[config.mk]
export PLATFORM = sky130hd
export DESIGN_NAME = phy_tune_port
export DESIGN_NICKNAME = d
export VERILOG_FILES = /design/src/rtl/phy_tune_port.sv
export SDC_FILE = /design/constraint.sdc
export NUM_CORES = 1
export LEC_CHECK = 0
export BUFFER_PORTS_ARGS = -buffer_cell sky130_fd_sc_hd__buf_4
export CAP_MARGIN = 20
export CORE_MARGIN = 8
export CORE_UTILIZATION = 40
export CTS_BUF_LIST = sky130_fd_sc_hd__clkbuf_4
export CTS_CLUSTER_SIZE = 10
export DETAILED_ROUTE_END_ITERATION = 10
export SYNTH_ARGS = -nofsm -noshare
export SYNTH_HDL_FRONTEND = slang
export SYNTH_SLANG_ARGS = --single-unit
[constraint.sdc]
create_clock -name clk -period 2.9 [get_ports clk]
set_input_delay 0.145 -clock clk [delete_from_list [all_inputs] [get_ports clk]]
set_output_delay 0.145 -clock clk [all_outputs]
set_load 0.005 [all_outputs]
[src/rtl/phy_tune_port.sv]
module phy_tune_port #(
  parameter int INST        = 0,
  parameter bit CLEAR_FIRST = 1'b0,
  parameter int MAXLEN      = 8
) (
  input  logic              clk,
  input  logic              rst_n,
  input  logic              bus_we,
  input  logic [31:0]       bus_wdata,
  output logic [31:0]       ctl_word,
  input  logic              seq_start,
  input  logic [1:0]        seq_inst,
  input  logic [7:0]        seq_addr,
  input  logic [MAXLEN-1:0] seq_value,
  input  logic [$clog2(MAXLEN+1)-1:0] seq_len,
  output logic              busy,
  output logic              done,
  input  logic [7:0]        rd_addr,
  output logic              rd_bit,
  output logic              term_trim,
  output logic [4:0]        amp_slew,
  output logic [1:0]        disc_thresh,
  output logic              squelch_en
);
  localparam int LEN_W = $clog2(MAXLEN + 1);
  localparam int IDX_W = (MAXLEN > 1) ? $clog2(MAXLEN) : 1;
  localparam int SB    = 2 * INST;

  typedef enum logic [2:0] {S_IDLE, S_CLR, S_ADDR, S_DATA, S_HI, S_LO, S_DONE} st_t;

  st_t                st;
  logic [31:0]        ctl_q;
  logic [1:0]         inst_q;
  logic [7:0]         base_q;
  logic [MAXLEN-1:0]  val_q;
  logic [LEN_W-1:0]   len_q, idx_q;
  logic [255:0]       tune_q;
  logic               sb_prev;

  wire [LEN_W-1:0] len_eff  = (seq_len > LEN_W'(MAXLEN)) ? LEN_W'(MAXLEN) : seq_len;
  wire [7:0]       cur_addr = base_q + 8'(idx_q);
  wire [31:0]      smask    = 32'd1 << {inst_q, 1'b0};

  always_ff @(posedge clk or negedge rst_n) begin
    if (!rst_n) begin
      st     <= S_IDLE;
      ctl_q  <= '0;
      inst_q <= '0;
      base_q <= '0;
      val_q  <= '0;
      len_q  <= '0;
      idx_q  <= '0;
    end else begin
      case (st)
        S_IDLE:
          if (seq_start) begin
            inst_q <= seq_inst;
            base_q <= seq_addr;
            val_q  <= seq_value;
            len_q  <= len_eff;
            idx_q  <= '0;
            if (len_eff == '0)    st <= S_DONE;
            else if (CLEAR_FIRST) st <= S_CLR;
            else                  st <= S_ADDR;
          end else if (bus_we) begin
            ctl_q <= bus_wdata;
          end
        S_CLR: begin
          ctl_q <= '0;
          st    <= S_ADDR;
        end
        S_ADDR: begin
          ctl_q <= (ctl_q & ~(smask | 32'h0000_FF00)) | {16'h0, cur_addr, 8'h00};
          st    <= S_DATA;
        end
        S_DATA: begin
          ctl_q[7] <= val_q[idx_q[IDX_W-1:0]];
          st       <= S_HI;
        end
        S_HI: begin
          ctl_q <= ctl_q | smask;
          st    <= S_LO;
        end
        S_LO: begin
          ctl_q <= ctl_q & ~smask;
          if (idx_q == len_q - LEN_W'(1)) st <= S_DONE;
          else begin
            idx_q <= idx_q + LEN_W'(1);
            st    <= S_ADDR;
          end
        end
        default: st <= S_IDLE;
      endcase
    end
  end

  always_ff @(posedge clk or negedge rst_n) begin
    if (!rst_n) begin
      sb_prev <= 1'b0;
      tune_q  <= '0;
    end else begin
      sb_prev <= ctl_q[SB];
      if (ctl_q[SB] && !sb_prev) tune_q[ctl_q[15:8]] <= ctl_q[7];
    end
  end

  assign ctl_word    = ctl_q;
  assign busy        = (st != S_IDLE) && (st != S_DONE);
  assign done        = (st == S_DONE);
  assign rd_bit      = tune_q[rd_addr];
  assign amp_slew    = tune_q[36:32];
  assign disc_thresh = tune_q[43:42];
  assign squelch_en  = (tune_q[61:60] == 2'b00);

  generate
    if (INST == 0) begin : g_trim
      assign term_trim = tune_q[12];
    end else begin : g_notrim
      assign term_trim = 1'b0;
    end
  endgenerate
endmodule

==> flow_summary.ini <==
[yosys]
yosysTopAreaCell = dfrtp_1
ys_types = 57
postSynthAreaPerCell_um2 = 11.63
ys.flop_type = dfrtp_1
synth_commonest_cells = dfrtp_1 (318), mux2_2 (273), nand2_1 (196)
synthArstFlopShare_pct = 100.0
yosys_warnings = 0
synth_top_area_share_pct = 49.55
synth_edf_count = 0
yosysMostFrequentCell = dfrtp_1
synthTopCellsByArea = dfrtp_1 (50%), mux2_2 (19%), mux4_2 (5.9%)
seq_area_frac_synth_pct = 49.55
syn_inst = 1381
syn-num-nets = 1454
synth.ff_latch_count = 318
synth_area_um2 = 16060

[worst_setup_path]
crit_slowest_cell = mux4_2
start_kind = register
crit_arrival_ps = 2870
path_cells = mux4_2, a22o_1, nor4_1, a2111oi_1, a311oi_1, a22oi_2, buf_4
ff2ff_path_depth = 7
critPathMaxFanout = 2
worstSetupEndpointType = primary output
critical_path_required_ps = 2760
worst-setup-path-type = reg -> out
max_stage_delay_ps = 510

[global_route]
globalRouteTotalUtil_pct = 19.75
grt_pass1_wl_um = 73310
antenna_found_initial = 2
grt_remaining_overflow = 0
grt_pass1_vias = 12530
grt_max_degree = 106

[drt]
routedWlPerCell_um = 21.03
route.detailed.drc = 0
ant_nets = 0
drtPass1Iterations = 5
vias_per_cell = 5.469
vias = 12000
drt-initial-drc-count = 874
totalWireLength_um = 46140

[power]
power_density_nw_per_um2 = 752.4
ir_drop_v = 0.0005889
internal_power_w = 0.009482
clockPowerShare_pct = 28.2
leakagePower_nw = 9.012
p_comb_share_pct = 29.8
totalPowerFinal_w = 0.01463
p_sw_w = 0.005144
sw_frac_of_total_pct = 35.17
seq_power_share_pct = 42.0

[finish]
n_fill_cell = 3578
nNetsFinal = 1680
layout-drive-gt1-share_pct = 38.63
area_growth_pct = 21.05
final_cells = 2194

[placed_design]
dp_hpwl_um = 29420
place_inst = 1983
io_buffers = 109
gp_congestion = 0.8427

[die]
pin_count = 110
die_height_um = 216.4
die_x_um = 216.4
start_util_pct = 40.51
std_cell_rows = 73
die-area_um2 = 46820
core_area_um2 = 39640

[sta]
worst_pin_slew_ps = 1099
worst_clock_skew_ps = 53.04
maxSlewHeadroom_pct = 26.70
period_share_pct = 104.1
maxSlewViolCount = 0
rsz0062_at_grt = true
fin_crit_ps = 3020
finalHoldViolCount = 0
fmax_ghz = 0.3312
setup_viol = 1
holdWs_ps = 46.83
fin_ws_ps = -119.5

[clock_network]
cts_tree = yes
clock_latency_ps = 760
numCtsBuffers = 87
root_buffer = clkbuf_4
clock_sinks = 318
cts.htree.levels = 3
clk_pin_slew_ps = 70
cts_max_path_buffers = 3

[hold_path]
hold_class = in -> async

[flow_run]
maxCapViolations = 0

[outcome]
violations = negative setup slack
status = finished, violations left
[layer usage]
layer	global-route usage [%]	share of wire [%]	up-vias
met5	0	0	-
met4	6.357	2.5	0
met3	5.432	7.4	82
met2	29.93	45	421
met1	27.17	45	6093
li1	-	-	5404
[layout by cell type (no fill, tap or decap), types with 3 or more instances in the layout]
cell           instances
nand2b_1              12
buf_4                169
nor2b_1               13
nand3b_1               6
mux2_2               273
a21oi_1               17
a22o_1                27
buf_12                 7
nor3_2                 4
mux4_2                43
or3_1                  3
xor2_1                 3
ha_1                   6
clkinv_1              15
o22ai_1               24
nor2_1               133
nand3_1               15
xnor2_1                7
clkbuf_4             132
inv_1                 12
nand2_1              196
a22oi_1                6
a21boi_0               3
a31oi_1                5
dlygate4sd3_1         59
a21o_1                 3
and3_1                 3
dfrtp_1              317
mux2i_1               59
o21ai_0               29
nand4_1                4
nor3_1                15
nor4_1                 8
a311oi_1               4
[power groups by stage]
stage / Clock, W / Sequential (W) / Combinational, W
2_1_floorplan: 0 / 0.00574 / 0.00288
3_3_place_gp: 0 / 0.00619 / 0.00417
3_5_place_dp: 0 / 0.00620 / 0.00426
4_1_cts: 0.00424 / 0.00614 / 0.00437
5_1_grt: 0.00447 / 0.00628 / 0.00477
6_report: 0.00412 / 0.00615 / 0.00436
[cells by family (layout without fill, tap and decap cells)]
group / count (synthesis) / after routing / synth area share [%]
XOR/XNOR: 10 / 10 / 0.5454
buffers and inverters: 113 / 399 / 3.202
AO/OA/AOI/OAI: 135 / 135 / 5.711
adder cells (fa/ha/maj): 7 / 7 / 0.5921
multiplexers: 378 / 378 / 29.17
flip-flops: 318 / 318 / 49.55
other: 0 / 2 / 0
AND/OR/NAND/NOR: 420 / 420 / 11.23
[state kept, by name, indices dropped and copies added (netlist names)]
signal	cells
tune_q	256
ctl_word	32
base_q	8
val_q	8
idx_q	4
len_q	4
st	3
inst_q	2
sb_prev	1
[layout make-up]
| class | instances | area, um^2 | area share, % |
|---|---|---|---|
| Antenna cell | 2 | 5.005 | 0.02574 |
| Clock buffer | 132 | 991.0 | 5.098 |
| Clock inverter | 17 | 117.6 | 0.6050 |
| Inverter | 13 | 48.80 | 0.2510 |
| Multi-Input combinational cell | 950 | 7617 | 39.18 |
| Sequential cell | 318 | 7961 | 40.95 |
| Tap cell | 525 | 656.9 | 3.379 |
| Timing Repair Buffer | 237 | 2042 | 10.50 |
[worst max-delay path: cells and delay by family (launching register included)]
| kind | cells | cell delay, ps |
|---|---|---|
| muxes | 1 | 510 |
| AOI/OAI and AO/OA | 4 | 850 |
| and+or+nand+nor | 1 | 230 |
| DFF | 1 | 380 |
| buffers and inverters | 1 | 160 |
[worst paths after layout]
check                            start           to  slack, ps
setup reg to reg                 st[1]     len_q[2]        500
hold reg to reg            ctl_word[0]      sb_prev        480
setup / recovery            tune_q[10]       rd_bit       -120
min in group clk           seq_inst[0]    inst_q[0]        130
max in group asynchronous        rst_n  tune_q[190]       2240
hold / removal                   rst_n  tune_q[255]         50
[what timing repair did]
| item | CTS | global route |
|---|---|---|
| buffers inserted | 0 | 0 |
| resized for setup | 4 | 3 |
| hold buffers | 60 | 0 |
| endpoints found under the hold margin | 327 | 0 |
| pin swaps | 2 | 0 |
| endpoints found under the setup margin | 1 | 1 |
[per-stage QoR]
stage / TNS (ps) / setup WS [ps] / instance area, um^2 / utilization (%)
after floorplan: 0 / 876.5 / 16060 / -
after global placement: 0 / 197.6 / 17680 / 44.59
after detailed placement: 0 / 158.1 / 17680 / 44.61
after CTS: -226.5 / -226.5 / 19430 / 49.01
after global routing: -237.6 / -237.6 / 19440 / 49.04
final: -119.5 / -119.5 / 19440 / 49.04
(Power assumes the default switching activity.)
